File: src/rtl/hp_slot_pkg.sv
// Shared bit positions, encodings and helpers for the hot-plug slot block.
// Assumes 16-bit control and status registers with two byte lanes.
package hp_slot_pkg;
    localparam int REG_W  = 16;
    localparam int EV_W   = 5;
    localparam int LANE_N = REG_W / 8;

    // control bit positions
    localparam int C_HPIE  = 5;
    localparam int C_AIND  = 6;
    localparam int C_PIND  = 8;
    localparam int C_PWR   = 10;
    localparam int C_ILOCK = 11;

    // status bit positions
    localparam int S_ABP = 0;
    localparam int S_PDC = 3;
    localparam int S_CC  = 4;
    localparam int S_PDS = 6;
    localparam int S_ILS = 7;

    localparam logic [1:0] IND_ON  = 2'b01;
    localparam logic [1:0] IND_OFF = 2'b11;

    localparam logic [REG_W-1:0] CTL_WMASK = 16'h07FF;

    // Expand byte enables into a bit mask.
    function automatic logic [REG_W-1:0] lane_mask(input logic [LANE_N-1:0] be);
        logic [REG_W-1:0] m;
        for (int i = 0; i < REG_W; i++) m[i] = be[i/8];
        return m;
    endfunction

    // Control value after reset, chosen from slot occupancy.
    function automatic logic [REG_W-1:0] ctl_reset(input logic pop);
        logic [REG_W-1:0] v;
        v = '0;
        v[C_AIND+:2] = IND_OFF;
        v[C_PIND+:2] = pop ? IND_ON : IND_OFF;
        v[C_PWR]     = ~pop;
        return v;
    endfunction
endpackage

File: src/rtl/hp_ctl_reg.sv
// Slot control register: byte-enabled writes and interlock toggle request.
// It also detects the power-off write. Assumes wr is the control-write strobe.
// The interlock control bit is never stored, so it always reads 0.
module hp_ctl_reg
    import hp_slot_pkg::*;
(
    input  logic              clk,
    input  logic              rst_n,
    input  logic              slot_populated,
    input  logic              wr,
    input  logic [LANE_N-1:0] be,
    input  logic [REG_W-1:0]  data,
    input  logic              pds,
    output logic [REG_W-1:0]  ctl_q,
    output logic [REG_W-1:0]  ctl_nxt,
    output logic              ilock_tog,
    output logic              pwr_off_hit
);
    logic [REG_W-1:0] m;
    logic [REG_W-1:0] merged;
    logic             was_off;
    logic             now_off;

    // Merge write data and derive the side actions of this write.
    always_comb begin
        m           = lane_mask(be);
        merged      = (ctl_q & ~(CTL_WMASK & m)) | (data & CTL_WMASK & m);
        ctl_nxt     = wr ? merged : ctl_q;
        ilock_tog   = wr && m[C_ILOCK] && data[C_ILOCK];
        was_off     = ctl_q[C_PWR] && (ctl_q[C_PIND+:2] == IND_OFF);
        now_off     = merged[C_PWR] && (merged[C_PIND+:2] == IND_OFF);
        pwr_off_hit = wr && pds && now_off && !was_off;
    end

    // Register update with occupancy-dependent reset value.
    always_ff @(posedge clk) begin
        if (!rst_n) ctl_q <= ctl_reset(slot_populated);
        else        ctl_q <= ctl_nxt;
    end
endmodule

File: src/rtl/hp_sta_reg.sv
// Slot status register: clears events written with 1, sets raised events,
// toggles the interlock and updates presence. A raised event wins over a
// clear in the same cycle. Status writes never touch bits [7:5].
module hp_sta_reg
    import hp_slot_pkg::*;
(
    input  logic             clk,
    input  logic             rst_n,
    input  logic             slot_populated,
    input  logic [EV_W-1:0]  ev_set,
    input  logic [EV_W-1:0]  ev_clr,
    input  logic             ilock_tog,
    input  logic             pds_set,
    input  logic             pds_clr,
    output logic [REG_W-1:0] sta_q,
    output logic [REG_W-1:0] sta_nxt
);
    logic [EV_W-1:0] ev_nxt;

    // One clear-then-set cell per event bit.
    for (genvar i = 0; i < EV_W; i++) begin : g_ev
        assign ev_nxt[i] = ev_set[i] | (sta_q[i] & ~ev_clr[i]);
    end

    // Assemble the next status word.
    always_comb begin
        sta_nxt           = sta_q;
        sta_nxt[EV_W-1:0] = ev_nxt;
        sta_nxt[S_ILS]    = sta_q[S_ILS] ^ ilock_tog;
        if (pds_set)      sta_nxt[S_PDS] = 1'b1;
        else if (pds_clr) sta_nxt[S_PDS] = 1'b0;
    end

    // Register update; presence reloads from occupancy on reset.
    always_ff @(posedge clk) begin
        if (!rst_n) begin
            sta_q        <= '0;
            sta_q[S_PDS] <= slot_populated;
        end else begin
            sta_q <= sta_nxt;
        end
    end
endmodule

File: src/rtl/hp_notify.sv
// Hot-plug level tracking and interrupt delivery. Works from next-state
// register values, so outputs line up with the register update. A message
// fires only in raise cycles and only on a level change. The legacy line
// follows level changes while both message enables are clear.
module hp_notify
    import hp_slot_pkg::*;
#(
    parameter int VEC_W = 5
) (
    input  logic             clk,
    input  logic             rst_n,
    input  logic [REG_W-1:0] ctl_nxt,
    input  logic [REG_W-1:0] sta_nxt,
    input  logic             raise,
    input  logic             msix_en,
    input  logic             msi_en,
    input  logic [VEC_W-1:0] vec,
    output logic             irq_level,
    output logic             msg_pulse,
    output logic             msg_msix,
    output logic [VEC_W-1:0] msg_vec
);
    logic lvl_q;
    logic lvl_nxt;
    logic chg;
    logic msg_mode;
    logic send;

    // Combined level and the delivery decision.
    always_comb begin
        lvl_nxt  = ctl_nxt[C_HPIE] && |(sta_nxt[EV_W-1:0] & ctl_nxt[EV_W-1:0]);
        chg      = lvl_nxt != lvl_q;
        msg_mode = msix_en || msi_en;
        send     = chg && msg_mode && raise;
    end

    // Record level and drive the interrupt outputs.
    always_ff @(posedge clk) begin
        if (!rst_n) begin
            lvl_q     <= 1'b0;
            irq_level <= 1'b0;
            msg_pulse <= 1'b0;
            msg_msix  <= 1'b0;
            msg_vec   <= '0;
        end else begin
            lvl_q     <= lvl_nxt;
            msg_pulse <= send;
            if (send) begin
                msg_msix <= msix_en;
                msg_vec  <= vec;
            end
            if (chg && !msg_mode) irq_level <= lvl_nxt;
        end
    end
endmodule

File: src/rtl/hp_slot_ctrl.sv
// Top of the hot-plug slot register controller. Routes the write port to
// the control and status registers and gathers raised events. Rejects
// unplug requests against an engaged interlock. Assumes single-cycle
// pulses on card_insert and attn_press.
module hp_slot_ctrl
    import hp_slot_pkg::*;
#(
    parameter int VEC_W = 5
) (
    input  logic              clk,
    input  logic              rst_n,
    input  logic              slot_populated,
    input  logic              wr_en,
    input  logic              wr_sel,
    input  logic [LANE_N-1:0] wr_be,
    input  logic [REG_W-1:0]  wr_data,
    input  logic              card_insert,
    input  logic              attn_press,
    input  logic              msix_en,
    input  logic              msi_en,
    input  logic [VEC_W-1:0]  irq_vector,
    output logic [REG_W-1:0]  ctl_rd,
    output logic [REG_W-1:0]  sta_rd,
    output logic              irq_level,
    output logic              msg_pulse,
    output logic              msg_msix,
    output logic [VEC_W-1:0]  msg_vector,
    output logic              unplug_req,
    output logic              plug_refused
);
    logic             ctl_wr;
    logic             sta_wr;
    logic [REG_W-1:0] ctl_q, ctl_nxt, sta_q, sta_nxt;
    logic             ilock_tog, pwr_off_hit;
    logic             btn_ok, btn_no;
    logic [EV_W-1:0]  ev_set, ev_clr;

    // Decode the write target and collect this cycle's raised events.
    always_comb begin
        ctl_wr = wr_en && !wr_sel;
        sta_wr = wr_en && wr_sel;
        btn_ok = attn_press && !sta_q[S_ILS];
        btn_no = attn_press && sta_q[S_ILS];
        ev_set = '0;
        if (ctl_wr)      ev_set[S_CC]  = 1'b1;
        if (pwr_off_hit) ev_set[S_PDC] = 1'b1;
        if (card_insert) begin
            ev_set[S_PDC] = 1'b1;
            ev_set[S_ABP] = 1'b1;
        end
        if (btn_ok)      ev_set[S_ABP] = 1'b1;
        ev_clr = sta_wr ? (wr_data[EV_W-1:0] & lane_mask(wr_be)[EV_W-1:0]) : '0;
    end

    hp_ctl_reg u_ctl (
        .clk(clk), .rst_n(rst_n), .slot_populated(slot_populated),
        .wr(ctl_wr), .be(wr_be), .data(wr_data), .pds(sta_q[S_PDS]),
        .ctl_q(ctl_q), .ctl_nxt(ctl_nxt),
        .ilock_tog(ilock_tog), .pwr_off_hit(pwr_off_hit)
    );

    hp_sta_reg u_sta (
        .clk(clk), .rst_n(rst_n), .slot_populated(slot_populated),
        .ev_set(ev_set), .ev_clr(ev_clr), .ilock_tog(ilock_tog),
        .pds_set(card_insert), .pds_clr(pwr_off_hit),
        .sta_q(sta_q), .sta_nxt(sta_nxt)
    );

    hp_notify #(.VEC_W(VEC_W)) u_ntf (
        .clk(clk), .rst_n(rst_n), .ctl_nxt(ctl_nxt), .sta_nxt(sta_nxt),
        .raise(|ev_set), .msix_en(msix_en), .msi_en(msi_en), .vec(irq_vector),
        .irq_level(irq_level), .msg_pulse(msg_pulse),
        .msg_msix(msg_msix), .msg_vec(msg_vector)
    );

    // Register the one-cycle action pulses.
    always_ff @(posedge clk) begin
        if (!rst_n) begin
            unplug_req   <= 1'b0;
            plug_refused <= 1'b0;
        end else begin
            unplug_req   <= pwr_off_hit;
            plug_refused <= btn_no;
        end
    end

    assign ctl_rd = ctl_q;
    assign sta_rd = sta_q;
endmodule

File: config.mk
export PLATFORM = sky130hd
export DESIGN_NAME = hp_slot_ctrl
export DESIGN_NICKNAME = d
export VERILOG_FILES = /design/src/rtl/hp_slot_pkg.sv /design/src/rtl/hp_ctl_reg.sv /design/src/rtl/hp_sta_reg.sv /design/src/rtl/hp_notify.sv /design/src/rtl/hp_slot_ctrl.sv
export SDC_FILE = /design/constraint.sdc
export NUM_CORES = 1
export LEC_CHECK = 0
export ABC_AREA = 1
export CAP_MARGIN = 10
export CORE_MARGIN = 5
export CORE_UTILIZATION = 44
export CTS_BUF_LIST = sky130_fd_sc_hd__clkbuf_16
export DETAILED_ROUTE_END_ITERATION = 8
export PLACE_DENSITY = 0.84
export RECOVER_POWER = 50
export SLEW_MARGIN = 15
export SYNTH_ARGS = -nofsm -noshare
export SYNTH_HDL_FRONTEND = slang
export SYNTH_SLANG_ARGS = --single-unit
export TNS_END_PERCENT = 100
File: constraint.sdc
create_clock -name clk -period 2.6 [get_ports clk]
set_input_delay 0.26 -clock clk [delete_from_list [all_inputs] [get_ports clk]]
set_output_delay 0.26 -clock clk [all_outputs]
set_load 0.05 [all_outputs]
==> results.md <==
- Worst Hold Depth: 2
- Area added between synthesis and finish: 42.5%
- Kind of path behind the tightest hold check: register to register
- Critical path's slowest cell: sky130_fd_sc_hd__dlygate4sd3_1
- Required time at the endpoint of the critical path: between 2 and 3 ns
- H-Tree Depth: 2
- TritonCTS clock tree: done
- Power per cell area: about 620 nW/um^2
- Post-synthesis sequential element count: 29
- Worst reg2reg endpoint: u_ntf.msg_vec[0]
- Main combinational cell family by area after synthesis: simple AND/OR/NAND/NOR gates
- ANT nets after route: 0
- Die Outline Area: slightly below 5000 sq um
- Result of the run: finished, final reports clean
- Area share of fa/ha/maj cells after synthesis: 0%
- Clock transition at the registers of the reported paths: roughly 0.050 ns
- Reg2Reg Launch Point: u_sta.sta_q[7]
- Vias in the first global route: around 1.4k
- LEAKAGE: roughly 1.1 nW
- Buffers on Ports: 55
- Hold Path Sink: u_ntf.irq_level
- Fin crit share: approximately 87%
- Slew at the pin closest to its max-slew limit: ~0.52 ns
- Basic-gate share of the synthesized area counting and, or, nand and nor cells: 34.8%
- Worst Hold Launch: u_ntf.irq_level
- Clock latency at the later pin of the worst-skew pair: around 0.27 ns
- Number of remaining DRC errors: 0
- Endpoint kind of the worst setup timing path: register
- Die width: 70.1 um
- Drt initial violations: 34
- Clock root buffer: sky130_fd_sc_hd__clkbuf_16
- Leading cell type in the layout, fill and taps excluded: sky130_fd_sc_hd__nand2_1
- Detail Placement HPWL: 2710 um
- Worst path arrival time: around 2.5 ns
- Combined global-route utilization of all metal layers: between 10% and 20%
- Number of failing setup endpoints in the final timing report: 0
- Critical path cell sequence: dlygate4sd3_1 -> inv_4 -> nor2_1 -> inv_4 -> nor2_8 -> nand3_4 -> nand2_2 -> nand2_2 -> nand2_4 -> nand2_4 -> nand2_8 -> nand3_4 -> nand2_1 -> inv_1 -> nor2_1
- Proportion of synthesized flip-flops having asynchronous set or reset: 0%
- Max capacitance violation total: 0
- Unrepaired setup endpoints after global routing: false
- Share of synthesized area spent on multiplexers: 0%
- Setup skew after layout: ~0.0042 ns
- Number of gates resized after cts: 0
- Initial standard-cell utilization of the core: 46.5%
- Most common flop cell mapped by yosys: sky130_fd_sc_hd__dfxtp_1
- Final Hold Fails: 0
- Maximum operating frequency: around 440 MHz
- Grt ovf: 0
- Number of standard-cell rows in the floorplan: 21
- Summed negative setup slack over all endpoints: 0 ns
- GPL Wtd Cong: between 0.8 and 0.9
- Number of pins with negative max-slew slack in the final report: 0
- Footprint of the flip-flops and latches: a little over 600 sq um
- Multi-input combinational cell area: a little over 700 sq um
- Startpoint Class: input pin
- Number of cell instances on the worst register-to-register path: 13
- Number of distinct standard cells referenced by the synthesized netlist: 29
- Placeable core region: between 3000 and 4000 sq um
- Mean Syn Cell Area: 7.32 sq um
- Number of nets in the finished design: slightly above 300
- Fraction of final layout cells with drive strength greater than 1: roughly 8.8%
- Wire length of the first global-routing pass: roughly 6100 um
- Routed vias/inst: between 4 and 5
- Largest net degree at the start of global routing: 17
- Peak fanout along the critical path: 8
- Post-route worst hold slack: approximately 0.44 ns
- Synthesized instance count: 217
- Final critical path time including I/O delays and setup: 2.25 ns
- Number of diodes added for antenna fixing: 0
- Detail-routed net length per standard cell: roughly 11 um
- Stage delay of the slowest cell on the critical path: between 0.7 and 0.8 ns
- Register-to-Register Setup Slack: around 0.99 ns
- Relative slew slack: 65.3%
- CTS Buf Count: 5
- Number of enable flip-flop cells after synthesis: 4
- Worst IR drop on VDD: approximately 570 uV
- Count of hold buffers inserted by post-cts repair: 0
- Total number of vias: between 1k and 1.5k
- Setup fix buffers added after clock tree synthesis: 0
- Die H: 70.1 um
- CTS Sinks: 29
- Detailed-route wire length: approximately 3600 um
- Yosys warning total: 0
- Post-Synthesis Cell Area: 1590 sq um
- Compound-gate portion of the synthesized area: under 10%
- Critical Setup Path Class: input pin to register
- Number of antenna violations at the first check in global routing: 0
- Family with the most delay on the worst path: simple AND/OR/NAND/NOR gates
- DR pass1 iterations: 4
- Most used cells in the layout excluding fill and tap cells: 55 x sky130_fd_sc_hd__nand2_1, 46 x sky130_fd_sc_hd__clkdlybuf4s50_1, 37 x sky130_fd_sc_hd__inv_1
- Filler cell count: 302
- Maximum number of buffers from clock root to sink: 2
- Seq/Total Area, Yosys: 39.1%
- Number of buffer and inverter stages on the critical path: 4
- Post-synthesis xor/xnor area fraction: 0%
- Number of primary I/O pins: 74
==> cell usage after synthesis, types with 2 or more instances <==
cell type,number,share of area [%]
sky130_fd_sc_hd__nand3_1,9,2.8
sky130_fd_sc_hd__inv_4,2,0.79
sky130_fd_sc_hd__o21ai_0,3,0.94
sky130_fd_sc_hd__o21a_1,2,0.94
sky130_fd_sc_hd__inv_1,36,8.5
sky130_fd_sc_hd__buf_4,15,7.1
sky130_fd_sc_hd__dfxtp_1,25,31
sky130_fd_sc_hd__nand2_2,2,0.79
sky130_fd_sc_hd__nand2_1,55,13
sky130_fd_sc_hd__nor2_4,2,1.4
sky130_fd_sc_hd__nand3_4,3,3.3
sky130_fd_sc_hd__nand2_4,2,1.4
sky130_fd_sc_hd__edfxtp_1,4,7.6
sky130_fd_sc_hd__nor2_1,16,3.8
sky130_fd_sc_hd__inv_2,4,0.94
sky130_fd_sc_hd__clkbuf_1,3,0.71
sky130_fd_sc_hd__nand4_1,11,4.3
sky130_fd_sc_hd__a21oi_1,12,3.8
==> kinds of logic (layout without fill, tap and decap cells) <==
kind of cell	count (synthesis)	count (layout)
other cells	1	14
compound gates	20	20
flops	29	29
buf+inv	62	106
simple gates	105	105
==> sequential cells by signal (all words and copies together), names as in the netlist, named ones only <==
signal and cells:
u_ntf.lvl_q 1, u_sta.sta_q 7, u_ntf.msg_pulse 1, u_ntf.irq_level 1, plug_refused 1, u_ctl.ctl_q 9
u_ntf.msg_vec 5, unplug_req 1, u_ntf.msg_msix 1
==> worst max path at each step <==
stage                              start               end  slack (ns)  depth (start not counted)
after global placement          wr_be[0]  u_ntf.msg_vec[0]        0.31                         14
after floorplan           u_sta.sta_q[7]    u_ntf.msg_msix        0.80                         13
after detailed placement        wr_be[0]  u_ntf.msg_vec[0]        0.28                         14
after global routing               wr_en  u_ntf.msg_vec[1]        0.17                         15
after CTS                       wr_be[0]  u_ntf.msg_vec[0]        0.52                         14
final                              wr_en  u_ntf.msg_vec[2]        0.35                         15
==> stage by stage <==
step           total power [mW]  instance area [sq um]  util (%)  setup WS (ns)  instances
6_report                   1.41                   2260      66.3          0.345        320
5_1_grt                    1.48                   2260      66.3          0.169        320
4_1_cts                    1.43                   2280      66.6          0.518        320
3_5_place_dp              0.797                   2110      61.9          0.282        312
3_3_place_gp              0.794                   2110      61.9          0.307        312
2_1_floorplan             0.717                   1640         -          0.804        230
==> report_power, final <==
group	internal, mW	leakage [nW]	switching, mW
Combinational	0.0964	0.729	0.202
Sequential	0.476	0.244	0.0107
Clock	0.443	0.0826	0.184
Total	1.02	1.06	0.397
==> cell type report <==
| type | instances | share of cell area, % |
|---|---|---|
| tap | 46 | 2.54 |
| inverter | 42 | 7.18 |
| clock inverter | 3 | 1.66 |
| sequential | 29 | 27.4 |
| multi-input combinational | 139 | 31.2 |
| clock buffer | 5 | 5.52 |
| timing repair buffer | 56 | 24.5 |
==> worst min-delay path: cells and delay by family, from the launching register on <==
kind | cells | cell delay [ns]
DFF | 1 | 0.30
buffers and inverters | 1 | 0.05
AOI/OAI and AO/OA | 1 | 0.05
==> layer usage <==
| metal | vias to the layer above | track usage, % | share of wire [%] |
|---|---|---|---|
| li1 | 764 | - | - |
| met1 | 649 | 16.8 | 43 |
| met2 | 45 | 26.0 | 48 |
| met3 | 4 | 5.60 | 7.5 |
| met4 | 0 | 5.74 | 0.81 |
| met5 | - | 0 | 0 |
No activity file was read; power rests on OpenSTA's default activity.
